**config.mk**
```make
export PLATFORM = sky130hd
export DESIGN_NAME = npc_unit
export DESIGN_NICKNAME = d
export VERILOG_FILES = /design/src/rtl/npc_pkg.sv /design/src/rtl/npc_decode.sv /design/src/rtl/npc_target.sv /design/src/rtl/npc_unit.sv
export SDC_FILE = /design/constraint.sdc
export NUM_CORES = 1
export LEC_CHECK = 0
export ABC_AREA = 1
export ABC_CLOCK_PERIOD_IN_PS = 2700
export CAP_MARGIN = 10
export CORE_ASPECT_RATIO = 2
export CORE_MARGIN = 2
export CORE_UTILIZATION = 46
export DETAILED_ROUTE_END_ITERATION = 10
export GPL_TIMING_DRIVEN = 0
export PLACE_DENSITY = 0.77
export RECOVER_POWER = 50
export SYNTH_ARGS = -nofsm -noshare
export SYNTH_HDL_FRONTEND = slang
export SYNTH_SLANG_ARGS = --single-unit
```
**constraint.sdc**
```tcl
create_clock -name clk_i -period 2.7 [get_ports clk_i]
set_input_delay 0.405 -clock clk_i [delete_from_list [all_inputs] [get_ports clk_i]]
set_output_delay 0.405 -clock clk_i [all_outputs]
set_load 0.005 [all_outputs]
```
**src/rtl/npc_pkg.sv**
```systemverilog
package npc_pkg;
  localparam int XLEN     = 32;
  localparam int OP_W     = 6;
  localparam int FN_W     = 6;
  localparam int OFF_W    = 16;
  localparam int TGT_W    = 26;
  localparam int REG_W    = 5;
  localparam int LINK_REG = 31;
  localparam int INSTR_B  = 4;

  localparam logic [OP_W-1:0] OP_SPECIAL = 6'b000000;
  localparam logic [OP_W-1:0] OP_JMP     = 6'b000010;
  localparam logic [OP_W-1:0] OP_JAL     = 6'b000011;
  localparam logic [OP_W-1:0] OP_BEQ     = 6'b000100;
  localparam logic [OP_W-1:0] OP_BNE     = 6'b000101;
  localparam logic [FN_W-1:0] FN_JR      = 6'b001000;

  typedef enum logic [2:0] {
    FLOW_SEQ,
    FLOW_BEQ,
    FLOW_BNE,
    FLOW_JMP,
    FLOW_JAL,
    FLOW_JR
  } flow_e;
endpackage

```
**src/rtl/npc_decode.sv**
```systemverilog
module npc_decode
  import npc_pkg::*;
(
  input  logic [XLEN-1:0]  instr_i,
  output flow_e            flow_o,
  output logic [OFF_W-1:0] off_o,
  output logic [TGT_W-1:0] tgt_o
);
  logic [OP_W-1:0] op;
  logic [FN_W-1:0] fn;

  assign op    = instr_i[XLEN-1 -: OP_W];
  assign fn    = instr_i[FN_W-1:0];
  assign off_o = instr_i[OFF_W-1:0];
  assign tgt_o = instr_i[TGT_W-1:0];

  always_comb begin
    unique case (op)
      OP_BEQ:     flow_o = FLOW_BEQ;
      OP_BNE:     flow_o = FLOW_BNE;
      OP_JMP:     flow_o = FLOW_JMP;
      OP_JAL:     flow_o = FLOW_JAL;
      OP_SPECIAL: flow_o = (fn == FN_JR) ? FLOW_JR : FLOW_SEQ;
      default:    flow_o = FLOW_SEQ;
    endcase
  end
endmodule

```
**src/rtl/npc_target.sv**
```systemverilog
module npc_target
  import npc_pkg::*;
(
  input  logic [XLEN-1:0]  pc_i,
  input  flow_e            flow_i,
  input  logic [OFF_W-1:0] off_i,
  input  logic [TGT_W-1:0] tgt_i,
  input  logic [XLEN-1:0]  rs_val_i,
  input  logic             regs_eq_i,
  output logic [XLEN-1:0]  npc_o,
  output logic [XLEN-1:0]  seq_o,
  output logic             misalign_o
);
  localparam int ALIGN_W = $clog2(INSTR_B);
  localparam int SEXT_W  = XLEN - OFF_W - ALIGN_W;
  localparam int HI_W    = XLEN - TGT_W - ALIGN_W;

  logic [XLEN-1:0] seq_pc, br_pc, jmp_pc;
  logic            take_br;

  assign seq_pc = pc_i + XLEN'(INSTR_B);
  // offset counts instructions from the following instruction
  assign br_pc  = seq_pc + {{SEXT_W{off_i[OFF_W-1]}}, off_i, {ALIGN_W{1'b0}}};
  assign jmp_pc = {seq_pc[XLEN-1 -: HI_W], tgt_i, {ALIGN_W{1'b0}}};

  assign take_br    = (flow_i == FLOW_BEQ &&  regs_eq_i) ||
                      (flow_i == FLOW_BNE && !regs_eq_i);
  assign misalign_o = (flow_i == FLOW_JR) && (rs_val_i[ALIGN_W-1:0] != '0);

  always_comb begin
    npc_o = seq_pc;
    if (take_br)                                      npc_o = br_pc;
    else if (flow_i == FLOW_JMP || flow_i == FLOW_JAL) npc_o = jmp_pc;
    else if (flow_i == FLOW_JR && !misalign_o)         npc_o = rs_val_i;
  end

  assign seq_o = seq_pc;
endmodule

```
**src/rtl/npc_unit.sv**
```systemverilog
module npc_unit
  import npc_pkg::*;
(
  input  logic             clk_i,
  input  logic             rst_ni,
  input  logic             en_i,
  input  logic [31:0]      instr_i,
  input  logic [31:0]      rs_val_i,
  input  logic             regs_eq_i,
  output logic [31:0]      pc_o,
  output logic             link_we_o,
  output logic [4:0]       link_addr_o,
  output logic [31:0]      link_data_o,
  output logic             misalign_o
);
  flow_e            flow;
  logic [OFF_W-1:0] off;
  logic [TGT_W-1:0] tgt;
  logic [XLEN-1:0]  pc_q, npc, seq;

  npc_decode u_dec (
    .instr_i (instr_i),
    .flow_o  (flow),
    .off_o   (off),
    .tgt_o   (tgt)
  );

  npc_target u_tgt (
    .pc_i       (pc_q),
    .flow_i     (flow),
    .off_i      (off),
    .tgt_i      (tgt),
    .rs_val_i   (rs_val_i),
    .regs_eq_i  (regs_eq_i),
    .npc_o      (npc),
    .seq_o      (seq),
    .misalign_o (misalign_o)
  );

  always_ff @(posedge clk_i or negedge rst_ni) begin
    if (!rst_ni)   pc_q <= '0;
    else if (en_i) pc_q <= npc;
  end

  assign pc_o        = pc_q;
  assign link_we_o   = rst_ni && en_i && (flow == FLOW_JAL);
  assign link_addr_o = REG_W'(LINK_REG);
  assign link_data_o = seq;
endmodule

```
# Word level (Yosys, flattened, before mapping)
# Index checks and enable logic that the tools add are counted.
# word_totals
ff_bits,32
input_bits,68
# classes
addsub,2
eq_ne,10
n_mux,5
n_reduce_logical,12
# ops
cell,n
$mux W32,3
$add A32 B3 Y32 const B,1
$add A32 B32 Y32,1
$pmux W3 S5,1
$eq A6 B2 Y1 const B,2
$eq A6 B3 Y1 const B,2
$eq A3 B2 Y1 const B,2
$eq A3 B3 Y1 const B,2
$eq A6 B4 Y1 const B,1
$logic_and A1 B1 Y1,6
$logic_not A6 Y1,1
$eq A3 B1 Y1 const B,1
$mux W3,1
$logic_not A1 Y1,2
$logic_or A1 B1 Y1,2
$reduce_bool A2 Y1,1

# Logic depth before layout (Yosys ltp)
# depth
ltp_word,10
depth_mapped,23

# Hierarchy
# Synthesis repeated with hierarchy kept, for this count alone.
# unflattened
cells_unflattened,1011
hier_area_um2,5806.8
# by_module_without_submodules
module,instances,cells_per_inst,area_per_inst_um2,seq_area_each_um2
npc_target,1,795,4002.6,0.0
npc_unit,1,146,1368.8,800.8
npc_decode,1,70,435.4,0.0

# Worst setup path before layout
# No wires, ideal clock.
# synth_path
kind,register -> register
start,reg pc_q[2] (netlist: pc_o[2])
end,reg pc_q[17] (netlist: pc_o[17])
setup_time_ns,0.117
arrival_ns,2.575
required_time_ns,2.583
path_slack_ns,0.008
stages_incl_launch_ff,21
synth_period_minus_slack_ns,2.692
cell_sequence,dfrtp_1 -> ha_1 -> inv_1 -> nor2_4 -> nand2_4 -> nor2_2 -> xor2_1 -> inv_1 -> ha_1 -> nand2_1 -> inv_1 -> a21oi_1 -> nand2_1 -> nand2_1 -> nand2_1 -> nand2_1 -> nand3b_1 -> nand3_1 -> nand2_1 -> nand2_1 -> nand2_1
# synth_between
elab_cells_between_ends,5
# synth_lines
element,line,rtl
start: declaration,npc_unit.sv:19,"logic [XLEN-1:0] pc_q, npc, seq;"
start signal: assignment,npc_unit.sv:42,else if (en_i) pc_q <= npc;
$add A32 B3 Y32,npc_target.sv:21,assign seq_pc = pc_i + XLEN'(INSTR_B);
via link_data_o[8],npc_unit.sv:13,"output logic [31:0] link_data_o,"
$add A32 B32 Y32,npc_target.sv:23,"assign br_pc = seq_pc + {{SEXT_W{off_i[OFF_W-1]}}, off_i, {ALIGN_W{1'b0}}};"
$mux W32,npc_target.sv:32,if (take_br) npc_o = br_pc;
# The timed path passes the listed nets, and every way through them passes these cells.
# A chain may end at the register's enable or synchronous reset.

# Final worst setup path
# layout_path
start,reg pc_q[2] (netlist: pc_o[2])
end,reg pc_q[25] (netlist: pc_o[25])
# layout_between
elab_chain_len,4
elab_cells_between_ends,5
# layout_rtl
element,line
$add A32 B3 Y32 (*),npc_target.sv:21
"parallel branches: the longest is 2 deep, another holds $add A32 B32 Y32",-
$mux W32 (*),npc_target.sv:32
# Mark *: on every way between the ends.

==> results.yml <==
cts:
  hold_buffers: 0
  clock_sinks: 32
  cts_tree: "yes"
  cts-buffers-inserted: 5
  cts-root-buf: "clkbuf_16"
  clkSlewWorstSetupHoldPaths_ns: 0.06
  cts.path.max_buffers: 2
  cts.htree.levels: 2
  clk_latency_ns: 0.29
detailed_routing:
  vias_per_cell: 5.54
  drt_iter0_markers: 660
  wl_um: 24900
  num_vias: 7476
  firstDrtPassIters: 7
  ant_nets: 0
  wl_per_cell_um: 18.5
  drc_errors: 0
die:
  dieArea_mm2: 0.0127
  num_rows: 56
  ios: 139
  core-area_mm2: 0.0116
  die_x_um: 80.6
  start_util: 0.466
  die_h_um: 157
place:
  dpl_worst_slack_ns: -0.854
  placedCellCount: 1276
  dpl_cell_area_mm2: 0.00691
  port_buffers: 132
  hpwlAfterDp_um: 18200
  routabilityCongestion: 1.05
layout:
  largest_reg_flops: 32
  final_cell_area_mm2: 0.00898
  final_cell_count_no_fill: 1349
  nets: 1308
  area_growth_pct: 66.5
  diodes: 0
  drive_above_1_share: 0.310
global_routing:
  grt_pass1_vias: 7020
  grt_pass1_wl_um: 35300
  grt_max_degree: 34
  antenna_found_initial: 0
  globalRoute.totalOverflow: 0
  track_usage: 0.370
sta:
  finalSetupViolCount: 22
  rsz0062_at_grt: "true"
  fmax_mhz: 351
  maxSlewViolCount: 0
  post-route-period-util: 1.05
  whs_ns: 0.203
  worst_pin_slew_ns: 1.01
  tns_ns: -1.53
  hold_violations: 0
  fin_crit_ns: 2.85
  worst_slack_ns: -0.146
  clock_skew_ns: 0.00503
  relSlewSlack: 0.329
setup_path:
  r2r_start: "pc_o[2]$_DFFE_PN0P_"
  reg2reg_depth: 20
  r2r_setup_slack_ns: -0.15
  worstPathArrival_ns: 3.03
  crit_path_end_kind: "flip-flop"
  crit_path_max_fanout: 4
  worstSetupStartpointType: "flip-flop"
  r2r_end: "pc_o[25]$_DFFE_PN0P_"
  path_class: "reg2reg"
  cp.required_ns: 2.88
power:
  p_leak_nw: 4.39
  power.density_mw_per_mm2: 679
  ir_worst_vdd_mv: 0.625
yosys:
  synth.cell_area_mm2: 0.00539
  ys_seq_elements: 32
  synth.avg_cell_area_um2: 5.42
  ys_types: 41
  ys_warn_count: 0
  ys_seq_area_frac: 0.148
  syn_inst: 995
job:
  cap_violations: 0
run_status:
  violations: "negative setup slack"
  status: "finished, violations left"
min_path:
  hp-class: "in2async"
power breakdown:
part / switching [mW] / internal, mW / leakage [nW] / total, mW
clock: 0.225 / 0.368 / 0.0712 / 0.594
combinational: 2.61 / 2.06 / 3.95 / 4.67
sequential: 0.218 / 0.617 / 0.373 / 0.836
total: 3.05 / 3.04 / 4.39 / 6.10
per-layer routing:
metal | wire length (um) | vias to the layer above | GRT usage
li1 | - | 3504 | -
met1 | 9270 | 3467 | 0.416
met2 | 12200 | 400 | 0.650
met3 | 1530 | 105 | 0.0356
met4 | 1950 | 0 | 0.236
met5 | 0 | - | 0
worst max path at each step:
stage	from	end	slack (ns)	cells after the start
after floorplan	pc_o[2]$_DFFE_PN0P_	pc_o[17]$_DFFE_PN0P_	0.008	20
after global placement	instr_i[15]	pc_o[28]$_DFFE_PN0P_	-0.84	10
after detailed placement	instr_i[15]	pc_o[28]$_DFFE_PN0P_	-0.85	11
after CTS	pc_o[3]$_DFFE_PN0P_	pc_o[17]$_DFFE_PN0P_	-0.13	21
after global routing	pc_o[13]$_DFFE_PN0P_	pc_o[29]$_DFFE_PN0P_	-0.26	18
final	pc_o[2]$_DFFE_PN0P_	pc_o[25]$_DFFE_PN0P_	-0.15	20
layout make-up:
| class | count | area [um2] |
|---|---|---|
| multi-input combinational | 801 | 5270 |
| fill | 872 | 2580 |
| timing repair buffer | 197 | 1860 |
| sequential | 32 | 818 |
| inverter | 141 | 541 |
| tap | 145 | 181 |
| buffer | 25 | 165 |
| clock buffer | 8 | 146 |
through the flow:
step	utilization	total power, mW
after global placement	0.598	3.87
after detailed placement	0.597	3.92
after floorplan	-	2.65
after CTS	0.697	5.21
final	0.777	6.10
after global routing	0.777	6.48
placed cells by master (no fill, tap or decap), types with 18 or more instances in the layout:
master,n
nand2_1,341
clkdlybuf4s50_1,120
inv_1,116
buf_4,67
nand2_2,58
nand3_1,58
nor2_1,52
nor2_4,36
a21oi_1,35
nand2_4,31
ha_4,22
inv_2,21
nor2_2,19
dfrtp_1,18
synth_stat cells (all sizes together):
| library cell | instances | area [um2] |
|---|---|---|
| nand4 | 8 | 50.1 |
| fa | 1 | 20.0 |
| dfrtp | 32 | 801 |
| ha | 36 | 450 |
| nand3 | 78 | 403 |
| conb | 1 | 3.75 |
| clkbuf | 3 | 21.3 |
| inv | 141 | 529 |
| xor2 | 21 | 184 |
| or2 | 4 | 25.0 |
| o21bai | 4 | 30.0 |
| nor2 | 108 | 474 |
| a21oi | 56 | 288 |
| nor3 | 8 | 45.0 |
| a31oi | 2 | 12.5 |
| nand3b | 3 | 22.5 |
| and2 | 4 | 25.0 |
| o22ai | 4 | 25.0 |
| a21o | 3 | 22.5 |
| o211ai | 5 | 37.5 |
| o21ai | 14 | 70.1 |
| xnor2 | 3 | 26.3 |
| o21a | 1 | 7.51 |
| nand2 | 430 | 1660 |
| a21boi | 3 | 22.5 |
| buf | 22 | 138 |
cell families (layout without fill, tap and decap cells):
family | count (synthesis) | count (layout) | share of synthesized area
AOI/OAI and AO/OA | 92 | 92 | 0.0956
xor gates and xnor gates | 24 | 24 | 0.0390
adders and majority gates | 37 | 37 | 0.0872
buffers and inverters | 166 | 371 | 0.128
DFF | 32 | 32 | 0.148
other | 1 | 5 | 0.000695
and+or+nand+nor | 643 | 643 | 0.501
critical path: stages, from the launching register on:
cell	delay [ns]
dfrtp_2	0.45
ha_4	0.19
inv_4	0.05
nor2_4	0.14
nand2_4	0.10
nor2_4	0.13
xor2_1	0.20
inv_1	0.11
ha_4	0.35
nand2_4	0.10
nor2_4	0.11
nand3_4	0.09
nand2_4	0.11
buf_4	0.12
nand3_2	0.09
nand4_1	0.10
nand2_1	0.06
nand2_1	0.06
nand2_1	0.06
nand2_1	0.05
nand2_1	0.05
timing repair:
action,4_1_cts,5_1_grt
endpoints found under the setup margin,44,35
pin swaps,64,88
buffers inserted,35,30
resized for setup,188,157
hold endpoints to repair,0,0
Power figures use the tool's default switching activity.
